--- config.mk ---
export PLATFORM = sky130hd
export DESIGN_NAME = burst_dma_chan
export DESIGN_NICKNAME = d
export VERILOG_FILES = /design/src/rtl/burst_dma_pkg.sv /design/src/rtl/burst_dma_ctrl.sv /design/src/rtl/burst_dma_xfer.sv /design/src/rtl/burst_dma_chan.sv
export SDC_FILE = /design/constraint.sdc
export NUM_CORES = 1
export LEC_CHECK = 0
export ABC_AREA = 0
export BUFFER_PORTS_ARGS = -buffer_cell sky130_fd_sc_hd__buf_2
export CORE_UTILIZATION = 50
export CTS_CLUSTER_DIAMETER = 120
export CTS_CLUSTER_SIZE = 8
export DETAILED_ROUTE_END_ITERATION = 8
export PLACE_DENSITY = 0.72
export SKIP_CTS_REPAIR_TIMING = 1
export SLEW_MARGIN = 20
export SYNTH_ARGS = -nofsm -noshare
export SYNTH_HDL_FRONTEND = slang
export SYNTH_SLANG_ARGS = --single-unit
--- constraint.sdc ---
create_clock -name clk -period 3 [get_ports clk]
set_input_delay 0.45 -clock clk [delete_from_list [all_inputs] [get_ports clk]]
set_output_delay 0.45 -clock clk [all_outputs]
set_load 0.01 [all_outputs]
--- src/rtl/burst_dma_pkg.sv ---
package burst_dma_pkg;

   // local register offsets inside a channel window
   localparam logic [4:0] OFS_SRC = 5'h00;
   localparam logic [4:0] OFS_DST = 5'h04;
   localparam logic [4:0] OFS_CNT = 5'h08;
   localparam logic [4:0] OFS_CTL = 5'h14;
   localparam logic [4:0] OFS_MSK = 5'h18;

   // control bit positions
   localparam int B_DE   = 0;
   localparam int B_TE   = 1;
   localparam int B_SP   = 2;
   localparam int B_IE   = 5;
   localparam int B_TS   = 6;
   localparam int B_DIR  = 8;
   localparam int B_NUL  = 12;
   localparam int B_NULE = 16;
   localparam int B_FTE  = 24;

   typedef struct packed {
      logic de;
      logic te;
      logic sp;
      logic ie;
      logic dir;
      logic nul;
      logic nule;
   } ctl_t;

endpackage

--- src/rtl/burst_dma_ctrl.sv ---
module burst_dma_ctrl
   import burst_dma_pkg::*;
(
   input  logic clk,
   input  logic rst_n,
   input  logic wr_ctl,
   input  ctl_t wf,
   input  logic wf_fte,
   input  logic null_evt,
   input  logic bus_err,
   input  logic done_hit,
   output ctl_t ctl_q,
   output logic busy,
   output logic run
);

   logic force_term;
   logic te_set;
   logic sp_set;
   logic nul_set;
   ctl_t nx;

   always_comb begin
      busy = ctl_q.de & ~ctl_q.te;
      run  = busy & ~ctl_q.sp;
   end

   // forced termination only acts on a pending null-packet status
   assign force_term = wr_ctl & wf_fte & ctl_q.nul & busy;
   assign te_set     = done_hit | force_term;
   assign sp_set     = bus_err & busy;
   assign nul_set    = null_evt & ctl_q.nule & busy;

   always_comb begin
      nx = ctl_q;
      if (wr_ctl) begin
         nx.de   = wf.de;
         nx.ie   = wf.ie;
         nx.dir  = wf.dir;
         nx.nule = wf.nule;
         nx.te   = ctl_q.te  & wf.te;
         nx.sp   = ctl_q.sp  & wf.sp;
         nx.nul  = ctl_q.nul & wf.nul;
      end
      // hardware sets take priority over software clears
      if (te_set)  nx.te  = 1'b1;
      if (sp_set)  nx.sp  = 1'b1;
      if (nul_set) nx.nul = 1'b1;
   end

   always_ff @(posedge clk or negedge rst_n) begin
      if (!rst_n) ctl_q <= '0;
      else        ctl_q <= nx;
   end

endmodule

--- src/rtl/burst_dma_xfer.sv ---
module burst_dma_xfer #(
   parameter int CNT_W       = 24,
   parameter int BURST_BYTES = 32
) (
   input  logic                   clk,
   input  logic                   rst_n,
   input  logic                   wr_src,
   input  logic                   wr_dst,
   input  logic                   wr_cnt,
   input  logic                   wr_msk,
   input  logic [31:0]            wdata,
   input  logic                   busy,
   input  logic                   run,
   input  logic                   dir,
   input  logic                   burst_ack,
   output logic [31:0]            src_q,
   output logic [31:0]            dst_q,
   output logic [CNT_W-1:0]       cnt_q,
   output logic [BURST_BYTES-1:0] msk_q,
   output logic                   burst_req,
   output logic [31:0]            burst_addr,
   output logic                   burst_last,
   output logic [BURST_BYTES-1:0] burst_bmask,
   output logic                   done_hit
);

   localparam logic [31:0]      STEP    = 32'(BURST_BYTES);
   localparam logic [CNT_W-1:0] CNT_ONE = CNT_W'(1);

   logic adv;
   logic cnt_zero;
   logic cnt_one;

   assign cnt_zero   = (cnt_q == '0);
   assign cnt_one    = (cnt_q == CNT_ONE);
   assign burst_req  = run & ~cnt_zero;
   assign adv        = burst_req & burst_ack;
   assign burst_last = burst_req & cnt_one;
   assign burst_addr = dir ? dst_q : src_q;
   assign done_hit   = (adv & cnt_one) | (run & cnt_zero);

   // per-byte valid selection for the outgoing burst
   for (genvar b = 0; b < BURST_BYTES; b++) begin : g_bmask
      assign burst_bmask[b] = burst_last ? msk_q[b] : 1'b1;
   end

   always_ff @(posedge clk or negedge rst_n) begin
      if (!rst_n) begin
         src_q <= '0;
         dst_q <= '0;
         cnt_q <= '0;
         msk_q <= '0;
      end else if (!busy) begin
         if (wr_src) src_q <= wdata;
         if (wr_dst) dst_q <= wdata;
         if (wr_cnt) cnt_q <= wdata[CNT_W-1:0];
         if (wr_msk) msk_q <= wdata[BURST_BYTES-1:0];
      end else if (adv) begin
         if (dir) dst_q <= dst_q + STEP;
         else     src_q <= src_q + STEP;
         cnt_q <= cnt_q - CNT_ONE;
      end
   end

endmodule

--- src/rtl/burst_dma_chan.sv ---
module burst_dma_chan
   import burst_dma_pkg::*;
#(
   parameter int ADDR_W      = 8,
   parameter int CHAN_IDX    = 0,
   parameter int CNT_W       = 24,
   parameter int BURST_BYTES = 32,
   parameter bit IRQ_REG     = 1'b0
) (
   input  logic                   clk,
   input  logic                   rst_n,
   input  logic                   reg_we,
   input  logic [ADDR_W-1:0]      reg_addr,
   input  logic [31:0]            reg_wdata,
   output logic [31:0]            reg_rdata,
   input  logic                   null_pkt,
   input  logic                   bus_err,
   output logic                   burst_req,
   input  logic                   burst_ack,
   output logic [31:0]            burst_addr,
   output logic                   burst_last,
   output logic [BURST_BYTES-1:0] burst_bmask,
   output logic                   irq
);

   localparam int         OFS_W   = 5;
   localparam int         BLK_I   = CHAN_IDX + 1;
   localparam logic [1:0] TS_CODE = 2'($clog2(BURST_BYTES) - 3);

   // elaboration-time parameter checks
   if (BURST_BYTES != 8 && BURST_BYTES != 16 && BURST_BYTES != 32) begin : g_bad_bb
      $error("BURST_BYTES must be 8, 16 or 32");
   end
   if (CNT_W < 1 || CNT_W > 24) begin : g_bad_cnt
      $error("CNT_W must be 1..24");
   end
   if (ADDR_W < 6 || (CHAN_IDX + 2) * 32 > (1 << ADDR_W)) begin : g_bad_addr
      $error("channel window does not fit in ADDR_W");
   end

   logic             in_blk;
   logic [OFS_W-1:0] ofs;
   logic             wr_src, wr_dst, wr_cnt, wr_ctl, wr_msk;
   ctl_t             wf;
   logic             wf_fte;
   ctl_t             ctl_q;
   logic             busy, run, done_hit;
   logic [31:0]      src_q, dst_q;
   logic [CNT_W-1:0] cnt_q;
   logic [BURST_BYTES-1:0] msk_q;
   logic             irq_c;

   assign in_blk = (reg_addr[ADDR_W-1:OFS_W] == BLK_I[ADDR_W-OFS_W-1:0]);
   assign ofs    = reg_addr[OFS_W-1:0];
   assign wr_src = reg_we & in_blk & (ofs == OFS_SRC);
   assign wr_dst = reg_we & in_blk & (ofs == OFS_DST);
   assign wr_cnt = reg_we & in_blk & (ofs == OFS_CNT);
   assign wr_ctl = reg_we & in_blk & (ofs == OFS_CTL);
   assign wr_msk = reg_we & in_blk & (ofs == OFS_MSK);

   always_comb begin
      wf.de   = reg_wdata[B_DE];
      wf.te   = reg_wdata[B_TE];
      wf.sp   = reg_wdata[B_SP];
      wf.ie   = reg_wdata[B_IE];
      wf.dir  = reg_wdata[B_DIR];
      wf.nul  = reg_wdata[B_NUL];
      wf.nule = reg_wdata[B_NULE];
      wf_fte  = reg_wdata[B_FTE];
   end

   burst_dma_ctrl ctrl_i (
      .clk      (clk),
      .rst_n    (rst_n),
      .wr_ctl   (wr_ctl),
      .wf       (wf),
      .wf_fte   (wf_fte),
      .null_evt (null_pkt),
      .bus_err  (bus_err),
      .done_hit (done_hit),
      .ctl_q    (ctl_q),
      .busy     (busy),
      .run      (run)
   );

   burst_dma_xfer #(
      .CNT_W       (CNT_W),
      .BURST_BYTES (BURST_BYTES)
   ) xfer_i (
      .clk         (clk),
      .rst_n       (rst_n),
      .wr_src      (wr_src),
      .wr_dst      (wr_dst),
      .wr_cnt      (wr_cnt),
      .wr_msk      (wr_msk),
      .wdata       (reg_wdata),
      .busy        (busy),
      .run         (run),
      .dir         (ctl_q.dir),
      .burst_ack   (burst_ack),
      .src_q       (src_q),
      .dst_q       (dst_q),
      .cnt_q       (cnt_q),
      .msk_q       (msk_q),
      .burst_req   (burst_req),
      .burst_addr  (burst_addr),
      .burst_last  (burst_last),
      .burst_bmask (burst_bmask),
      .done_hit    (done_hit)
   );

   // read mux
   always_comb begin
      reg_rdata = '0;
      if (in_blk) begin
         case (ofs)
            OFS_SRC: reg_rdata = src_q;
            OFS_DST: reg_rdata = dst_q;
            OFS_CNT: reg_rdata = 32'(cnt_q);
            OFS_MSK: reg_rdata = 32'(msk_q);
            OFS_CTL: begin
               reg_rdata[B_DE]     = ctl_q.de;
               reg_rdata[B_TE]     = ctl_q.te;
               reg_rdata[B_SP]     = ctl_q.sp;
               reg_rdata[B_IE]     = ctl_q.ie;
               reg_rdata[B_TS+1:B_TS] = TS_CODE;
               reg_rdata[B_DIR]    = ctl_q.dir;
               reg_rdata[B_NUL]    = ctl_q.nul;
               reg_rdata[B_NULE]   = ctl_q.nule;
            end
            default: reg_rdata = '0;
         endcase
      end
   end

   assign irq_c = ctl_q.ie & (ctl_q.te | ctl_q.sp | ctl_q.nul);

   if (IRQ_REG) begin : g_irq_reg
      always_ff @(posedge clk or negedge rst_n) begin
         if (!rst_n) irq <= 1'b0;
         else        irq <= irq_c;
      end
   end else begin : g_irq_comb
      assign irq = irq_c;
   end

endmodule

==> results_dict.tcl, run 1 <==
set metrics [dict create \
    status "finished, violations left" \
    reg2reg_to "xfer_i.dst_q[23]$_DFFE_PN0P_" \
    synthArstFlopShare 1.00 \
    routed_via_density 6.87 \
    setup_total_negative_slack_ns -1.86 \
    max_cap_viol_count 0 \
    max_clock_freq_mhz 322 \
    grt_resource_usage_total 0.359 \
    grt_max_degree 92 \
    clock-skew-final_ns 0.00642 \
    fraction_of_final_layout_cells_sized_beyond_drive_strength_1 0.295 \
    fin_worst_hold_slack_ns 0.0878 \
    yosysUniqueCellTypes 70 \
    initial_utilization 0.516 \
    cts_buffers 17 \
    worstSkewPairLatency_ns 0.43 \
    wl_per_cell_um 23.3 \
    leakage_nw 4.52 \
    multi_input_comb_area_um2 5110 \
    endpoint "burst_bmask[18]" \
    critical_path.reg2reg.startpoint "ctrl_i.ctl_q[5]$_DFFE_PN0P_" \
    powerDensity_nw_per_um2 678 \
    core_area_um2 16700 \
    final-hold-violation-count 0 \
    ir_drop_uv 467 \
    worst_ep_arrival_time_ns 2.66 \
    maxSlewViolCount 0 \
    wl_met1_mm 12.9 \
    post-route-util 0.629 \
    remaining_max_slew_budget_at_the_tightest_pin 0.398 \
    vias 9330 \
    crit_required_ns 2.55 \
    failed_checks "negative setup slack" \
    syn-instance-count 992 \
    place_hpwl_mm 21.7 \
    ys_seq_area_frac 0.368 \
    timing.final.crit_period_ns 3.11 \
    yosys_warnings 0 \
    die_area_um2 17800 \
    htree_num_levels 4 \
    gpl.final_weighted_congestion 0.958 \
    ys_dominant_reg_cell "sky130_fd_sc_hd__dfrtp_1" \
    clock_sink_count 127 \
    hold_class "input port to asynchronous set/reset pin" \
    drc 0 \
    ff2ff_setup_slack_ns 0.42 \
    final.period_utilization 1.04 \
    final_std_cell_area_no_fill_um2 10500 \
    first_iter_violations 1242 \
    met2_length_mm 14.2 \
    clockBufferDepth 2 \
    portBuffers 144 \
    ff_latch_area_um2 3190 \
    final_common_cell "sky130_fd_sc_hd__buf_2" \
    detailedPlace.worstSlack_ns 0.290 \
    setup_violations 32 \
    placed_area_um2 9750 \
    design.final.nets 1178 \
    r2r.worst_path.cells 6 \
    tritoncts_clock_tree "yes" \
    grt_pass1_wl_mm 49.2 \
    io_pins 145 \
    rsz_0062_raised_after_global_routing "yes" \
    buffer_cell_driving_the_clock_tree_root "sky130_fd_sc_hd__clkbuf_16" \
    cp-end-kind "output port" \
    synth-edff-count 0 \
    crit_fanout 7 \
    setup.worst_path.start "xfer_i.cnt_q[18]$_DFFE_PN0P_" \
    netlist.area_leader.share 0.368 \
    post_synth_instance_area_um2 8630 \
    grt_pass1_vias 8704 \
    n_antenna_cell 0 \
    avgSynthCellArea_um2 8.70 \
    dominant_cell_type_by_area_after_synthesis "sky130_fd_sc_hd__dfrtp_1" \
    top_layer "met4" \
    antenna_found_initial 0 \
    post-route-worst-setup-slack_ns -0.108 \
    clk_transition_reported_paths_ns 0.05 \
    setup.worst_path.start_class "register" \
    crit_type "register to output port" \
    final.fill_count 1482 \
    wl_met3_mm 3.39 \
    layout-area-overhead-vs-synth_pct 21.7 \
    post_synth_main_area_contributors "sky130_fd_sc_hd__dfrtp_1 (37%), sky130_fd_sc_hd__mux2_2 (8.5%), sky130_fd_sc_hd__a21oi_1 (5.7%)" \
    layout.cells.most_common_list "sky130_fd_sc_hd__buf_2 (140), sky130_fd_sc_hd__dfrtp_1 (119), sky130_fd_sc_hd__a21oi_1 (99)" \
    die_width_um 133 \
    floorplan.die.height_um 133 \
    grt_overflow 0 \
    worstMarginPinSlew_ns 0.897 \
    rows 47 \
    ys_ff_latch 127 \
    finalWirelength_mm 31.7 \
    drtAntennaViolNets 0 \
    initial_drt_pass_iterations 6 \
    syn_nets 1043 \
]
## through the flow
step	power, mW	instances
floorplan	4.06	992
global placement	4.85	1320
detailed placement	4.88	1320
CTS	6.93	1351
global route	7.43	1359
finish	7.12	1359
## Yosys cell counts (16+ instances only)
| master | number |
|---|---|
| sky130_fd_sc_hd__nor2_1 | 77 |
| sky130_fd_sc_hd__a21oi_1 | 99 |
| sky130_fd_sc_hd__mux2_2 | 65 |
| sky130_fd_sc_hd__dfrtp_1 | 127 |
| sky130_fd_sc_hd__a22oi_1 | 57 |
| sky130_fd_sc_hd__o21ai_0 | 18 |
| sky130_fd_sc_hd__a31oi_1 | 41 |
| sky130_fd_sc_hd__nand2_1 | 95 |
| sky130_fd_sc_hd__a2bb2oi_1 | 16 |
| sky130_fd_sc_hd__clkbuf_1 | 57 |
| sky130_fd_sc_hd__o22a_1 | 34 |
| sky130_fd_sc_hd__nand3_1 | 24 |
| sky130_fd_sc_hd__nand4_1 | 19 |
| sky130_fd_sc_hd__nand2b_1 | 37 |
## layer usage
layer,vias to the layer above,track usage
li1,4068,-
met1,4495,0.506
met2,669,0.539
met3,98,0.0616
met4,0,0.162
met5,-,0
## power breakdown
group	total (mW)	internal, mW	switching [mW]
logic	1.86	0.935	0.924
clock network	2.07	1.27	0.796
registers	3.19	2.22	0.975
total	7.12	4.43	2.69
## cell families (layout without fill, tap and decap cells)
logic type	Yosys count	after routing	share of synthesized area
adders and majority gates	5	5	0.00725
buffers and inverters	100	247	0.0489
DFF	127	127	0.368
muxes	65	65	0.0849
and+or+nand+nor	333	333	0.197
AOI/OAI and AO/OA	362	362	0.294
## worst min path at each step
stage	start	cells after the start	to	slack, ns
finish	rst_n	1	xfer_i.msk_q[24]$_DFFE_PN0P_	0.09
global route	rst_n	1	xfer_i.src_q[26]$_DFFE_PN0P_	0.15
CTS	rst_n	1	xfer_i.msk_q[24]$_DFFE_PN0P_	0.11
detailed placement	xfer_i.src_q[0]$_DFFE_PN0P_	2	xfer_i.src_q[0]$_DFFE_PN0P_	0.49
global placement	xfer_i.src_q[1]$_DFFE_PN0P_	2	xfer_i.src_q[1]$_DFFE_PN0P_	0.48
floorplan	rst_n	0	ctrl_i.ctl_q[0]$_DFFE_PN0P_	0.15
## critical path, stage by stage, from the launching register on
cell and delay (ns):
sky130_fd_sc_hd__dfrtp_2 0.44, sky130_fd_sc_hd__nor4_4 0.34, sky130_fd_sc_hd__nand4_2 0.19, sky130_fd_sc_hd__or4_4 0.47, sky130_fd_sc_hd__nor3b_4 0.30, sky130_fd_sc_hd__buf_6 0.16
sky130_fd_sc_hd__buf_8 0.12, sky130_fd_sc_hd__nand2b_1 0.05, sky130_fd_sc_hd__buf_2 0.13
## flip-flops by register name, summed over array words and instances, names as in the netlist
signal	count
xfer_i.src_q	32
xfer_i.cnt_q	24
xfer_i.msk_q	32
ctrl_i.ctl_q	7
xfer_i.dst_q	32
## layout make-up
cell class | instances | area share
inverters | 14 | 0.00501
well taps | 220 | 0.0262
flip-flops and latches | 127 | 0.304
repair buffers | 202 | 0.123
multi-input cells | 765 | 0.487
clock buffers | 20 | 0.0445
clock inverters | 11 | 0.0110
Power figures use the tool's default switching activity.
==> run 2: changes to the inputs <==
==> constraint.sdc (replaced) <==
create_clock -name clk -period 3.2 [get_ports clk]
set_input_delay 0.48 -clock clk [delete_from_list [all_inputs] [get_ports clk]]
set_output_delay 0.48 -clock clk [all_outputs]
set_load 0.01 [all_outputs]
==> results_dict.tcl, run 2 (same netlist as run 1, synthesis figures left out) <==
set metrics [dict create \
    buffer_cell_driving_the_clock_tree_root "sky130_fd_sc_hd__clkbuf_16" \
    worstMarginPinSlew_ns 0.919 \
    internal_power_mw 4.33 \
    gpl.final_weighted_congestion 0.949 \
    power.share.sequential 0.438 \
    n_antenna_cell 0 \
    floorplan.die.height_um 133 \
    grt_overflow 0 \
    portBuffers 144 \
    drtAntennaViolNets 0 \
    status "completed" \
    cp_top_family "simple AND/OR/NAND/NOR gates" \
    cp-end-kind "output port" \
    worst_path_cell_chain "nor4_4 -> nand4_4 -> or4_4 -> nor3b_4 -> buf_4 -> buf_6 -> nand2b_1 -> buf_2" \
    post-route-util 0.626 \
    switching_share 0.365 \
    critical-path-slowest-cell "sky130_fd_sc_hd__or4_4" \
    tritoncts_clock_tree "yes" \
    grt_resource_usage_total 0.356 \
    crit_required_ns 2.72 \
    final_std_cell_area_no_fill_um2 10500 \
    timing.final.crit_period_ns 3.15 \
    regs_by_ff_count "xfer_i.dst_q (32), xfer_i.msk_q (32), xfer_i.src_q (32)" \
    core_area_um2 16700 \
    rows 47 \
    initial_utilization 0.516 \
    ir_drop_uv 439 \
    grt_max_degree 65 \
    io_pins 145 \
    layout.cells.most_common_list "sky130_fd_sc_hd__buf_2 (143), sky130_fd_sc_hd__dfrtp_1 (124), sky130_fd_sc_hd__a21oi_1 (99)" \
    placed_area_um2 9680 \
    setup.worst_path.start_class "register" \
    grt_pass1_vias 8597 \
    crit_type "register to output port" \
    design.final.nets 1170 \
    vias 9150 \
    clock_power_share 0.318 \
    die_area_um2 17800 \
    rsz_0062_raised_after_global_routing "yes" \
    max_cap_viol_count 0 \
    layout-area-overhead-vs-synth_pct 21.1 \
    worstSkewPairLatency_ns 0.43 \
    worst_ep_arrival_time_ns 2.67 \
    fraction_of_final_layout_cells_sized_beyond_drive_strength_1 0.283 \
    max_clock_freq_mhz 318 \
    leakage_nw 4.50 \
    antenna_found_initial 0 \
    place_hpwl_mm 21.7 \
    routed_via_density 6.77 \
    remaining_max_slew_budget_at_the_tightest_pin 0.383 \
    crit_fanout 7 \
    worst_path_largest_cell_delay_ns 0.47 \
    p_switching_mw 2.49 \
    maxSlewViolCount 0 \
    critical_path_buf_inv_count 3 \
    powerDensity_nw_per_um2 653 \
    cts_buffers 17 \
    finalWirelength_mm 31.5 \
    wl_per_cell_um 23.3 \
    hold_class "input port to asynchronous set/reset pin" \
    clock-skew-final_ns 0.00718 \
    setup_violations 0 \
    comb_power_share 0.244 \
    final_common_cell "sky130_fd_sc_hd__buf_2" \
    final-hold-violation-count 0 \
    final.period_utilization 0.984 \
    first_iter_violations 1129 \
    clk_transition_reported_paths_ns 0.06 \
    die_width_um 133 \
    grt_pass1_wl_mm 48.5 \
    initial_drt_pass_iterations 9 \
    htree_num_levels 4 \
    drc 0 \
    clock_sink_count 127 \
    clockBufferDepth 2 \
]
## run 2: cell count changes in the layout (fill, tap and decap cells not counted), sizes merged
cell      change
buf           -8
bufinv        +3
clkinvlp      -3
## run 2: power groups by stage
stage,clock [mW],sequential [mW],combinational (mW)
floorplan,0,2.53,1.28
detailed placement,0,2.95,1.60
finish,2.17,2.99,1.66
CTS,2.18,2.92,1.62
global placement,0,2.92,1.58
global route,2.25,3.05,1.81
## run 2: final timing paths
| kind | start | to | slack [ns] | cells after the start |
|---|---|---|---|---|
| setup / recovery | xfer_i.cnt_q[13]$_DFFE_PN0P_ | burst_bmask[18] | 0.05 | 8 |
| hold / removal | rst_n | xfer_i.dst_q[28]$_DFFE_PN0P_ | 0.09 | 1 |
| setup reg to reg | xfer_i.cnt_q[4]$_DFFE_PN0P_ | xfer_i.cnt_q[22]$_DFFE_PN0P_ | 0.44 | 7 |
| hold reg to reg | xfer_i.src_q[2]$_DFFE_PN0P_ | xfer_i.src_q[2]$_DFFE_PN0P_ | 0.49 | 2 |
| max in group asynchronous | rst_n | xfer_i.cnt_q[10]$_DFFE_PN0P_ | 2.21 | 2 |
| min in group clk | bus_err | ctrl_i.ctl_q[4]$_DFFE_PN0P_ | 0.26 | 3 |
## run 2: final cells by class
class	instances	area, um^2
Clock buffer	20	467
Clock inverter	11	186
Fill cell	1476	6250
Inverter	14	52.6
Multi-Input combinational cell	765	5090
Sequential cell	127	3180
Tap cell	220	275
Timing Repair Buffer	194	1200
## run 2: metal layers
| layer | share of wire | global-route usage | vias up |
|---|---|---|---|
| li1 | - | - | 4053 |
| met3 | 0.11 | 0.0780 | 117 |
| met2 | 0.45 | 0.541 | 622 |
| met1 | 0.39 | 0.475 | 4358 |
| met4 | 0.044 | 0.186 | 0 |
| met5 | 0 | 0 | - |
## run 2: through the flow
stage | power, mW | std cells | setup TNS (ns) | hold slack, ns | worst slack (ns)
floorplan | 3.81 | 992 | 0 | 0.184 | 0.616
global placement | 4.50 | 1312 | 0 | 0.483 | 0.444
detailed placement | 4.55 | 1312 | 0 | 0.481 | 0.376
CTS | 6.73 | 1343 | -2.26 | 0.116 | -0.0966
global route | 7.12 | 1351 | -0.576 | 0.138 | -0.0298
finish | 6.82 | 1351 | 0 | 0.0942 | 0.0524
==> run 3: changes to the inputs <==
--- a/config.mk
+++ b/config.mk
@@ -7,6 +7,7 @@
 export LEC_CHECK = 0
 export ABC_AREA = 0
 export BUFFER_PORTS_ARGS = -buffer_cell sky130_fd_sc_hd__buf_2
+export CORE_ASPECT_RATIO = 0.6
 export CORE_UTILIZATION = 50
 export CTS_CLUSTER_DIAMETER = 120
 export CTS_CLUSTER_SIZE = 8
==> results_dict.tcl, run 3 (same netlist as run 1, synthesis figures left out) <==
set metrics [dict create \
    status "completed" \
    grt_pass1_wl_mm 50.8 \
    clk_transition_reported_paths_ns 0.07 \
    max_cap_viol_count 0 \
    routed_via_density 6.99 \
    fin_worst_hold_slack_ns 0.116 \
    setup.worst_path.start "xfer_i.cnt_q[10]$_DFFE_PN0P_" \
    layout-area-overhead-vs-synth_pct 20.6 \
    grt_overflow 0 \
    worstSkewPairLatency_ns 0.44 \
    fraction_of_final_layout_cells_sized_beyond_drive_strength_1 0.283 \
    powerDensity_nw_per_um2 650 \
    initial_utilization 0.522 \
    die_width_um 172 \
    clockBufferDepth 2 \
    final.period_utilization 0.984 \
    final-hold-violation-count 0 \
    n_antenna_cell 0 \
    clock-skew-final_ns 0.0131 \
    detailedPlace.worstSlack_ns 0.353 \
    rsz_0062_raised_after_global_routing "yes" \
    first_iter_violations 1579 \
    regs_by_ff_count "xfer_i.dst_q (32), xfer_i.msk_q (32), xfer_i.src_q (32)" \
    grt_met2_use 0.492 \
    max_clock_freq_mhz 318 \
    crit_fanout 21 \
    antenna_found_initial 0 \
    timing.final.crit_period_ns 3.15 \
    core_area_um2 16500 \
    groute.layer.met3.usage 0.125 \
    remaining_max_slew_budget_at_the_tightest_pin 0.313 \
    post-route-worst-setup-slack_ns 0.0523 \
    crit_required_ns 2.72 \
    io_pins 145 \
    hold_class "input port to asynchronous set/reset pin" \
    setup_violations 0 \
    layout.cells.most_common_list "sky130_fd_sc_hd__buf_2 (143), sky130_fd_sc_hd__dfrtp_1 (124), sky130_fd_sc_hd__a21oi_1 (99)" \
    use_met1 0.569 \
    design.final.nets 1172 \
    grt.busiest_layer "met1" \
    cts_buffers 17 \
    wl_per_cell_um 24.6 \
    final_common_cell "sky130_fd_sc_hd__buf_2" \
    leakage_nw 4.47 \
    drc 0 \
    floorplan.die.height_um 104 \
    clock_sink_count 127 \
    tritoncts_clock_tree "yes" \
    vias 9508 \
    buffer_cell_driving_the_clock_tree_root "sky130_fd_sc_hd__clkbuf_16" \
    drtAntennaViolNets 0 \
    portBuffers 144 \
    gpl.final_weighted_congestion 1.00 \
    grt_resource_usage_total 0.377 \
    worstMarginPinSlew_ns 1.02 \
    rows 36 \
    ir_drop_uv 424 \
    die_area_um2 17800 \
    grt_max_degree 90 \
    worst_ep_arrival_time_ns 2.67 \
    place_hpwl_mm 23.3 \
    cp-end-kind "output port" \
    finalWirelength_mm 33.4 \
    grt_pass1_vias 8462 \
    final.fill_count 1456 \
    crit_type "register to output port" \
    htree_num_levels 4 \
    critical_path.reg2reg.startpoint "xfer_i.cnt_q[14]$_DFFE_PN0P_" \
    setup.worst_path.start_class "register" \
    maxSlewViolCount 0 \
    initial_drt_pass_iterations 6 \
]
[run 3: changes by cell type in the layout (fill, tap and decap cells not counted), sizes merged]
cell / change
clkbuf: -3
inv: +1
clkinvlp: +4
buf: +2
bufinv: -2
[run 3: path summary, 6_finish.rpt]
kind,to,slack (ns),cells past startpoint
worst min register to register,xfer_i.dst_q[2]$_DFFE_PN0P_,0.51,2
worst max register to register,xfer_i.dst_q[25]$_DFFE_PN0P_,0.48,7
min in group clk,ctrl_i.ctl_q[4]$_DFFE_PN0P_,0.25,3
worst min-delay path,xfer_i.msk_q[30]$_DFFE_PN0P_,0.12,1
max in group asynchronous,xfer_i.dst_q[18]$_DFFE_PN0P_,2.33,2
worst max-delay path,burst_bmask[17],0.05,8
[run 3: report_power, final]
| group | internal (mW) | switching [mW] | total, mW |
|---|---|---|---|
| Sequential | 2.07 | 0.936 | 3.01 |
| Clock | 1.22 | 0.803 | 2.02 |
| Combinational | 0.832 | 0.895 | 1.73 |
[run 3: area by class of cell]
cell class                      instances  area, um^2  area share
Clock buffer                           17         425      0.0409
Clock inverter                         14         169      0.0162
Inverter                               14        52.6     0.00505
Multi-Input combinational cell        765        5080       0.489
Sequential cell                       127        3180       0.306
Tap cell                              228         285      0.0274
Timing Repair Buffer                  196        1200       0.116
[run 3: worst max-delay path, cell delays in order (launching register included)]
cell	delay, ns
sky130_fd_sc_hd__dfrtp_2	0.45
sky130_fd_sc_hd__nor4_4	0.28
sky130_fd_sc_hd__buf_4	0.18
sky130_fd_sc_hd__nand3_1	0.08
sky130_fd_sc_hd__or4_4	0.52
sky130_fd_sc_hd__nor3b_4	0.28
sky130_fd_sc_hd__buf_12	0.22
sky130_fd_sc_hd__nand2b_1	0.08
sky130_fd_sc_hd__buf_2	0.14
[run 3: per-layer routing]
metal / wire length (um) / share of wire / up-vias
met5: 0 / 0 / -
met2: 13300 / 0.40 / 821
met4: 886 / 0.027 / 0
met3: 5150 / 0.15 / 94
met1: 14000 / 0.42 / 4527
li1: - / - / 4066
[run 3: through the flow]
stage	cells	area [um^2]	setup TNS, ns	utilization	power, mW
4_1_cts	1360	10300	-1.85	0.626	6.61
3_3_place_gp	1329	9750	0	0.590	4.57
3_5_place_dp	1329	9750	0	0.590	4.58
6_report	1361	10400	0	0.629	6.76
2_1_floorplan	992	8630	0	-	3.81
5_1_grt	1361	10400	-0.381	0.629	7.02
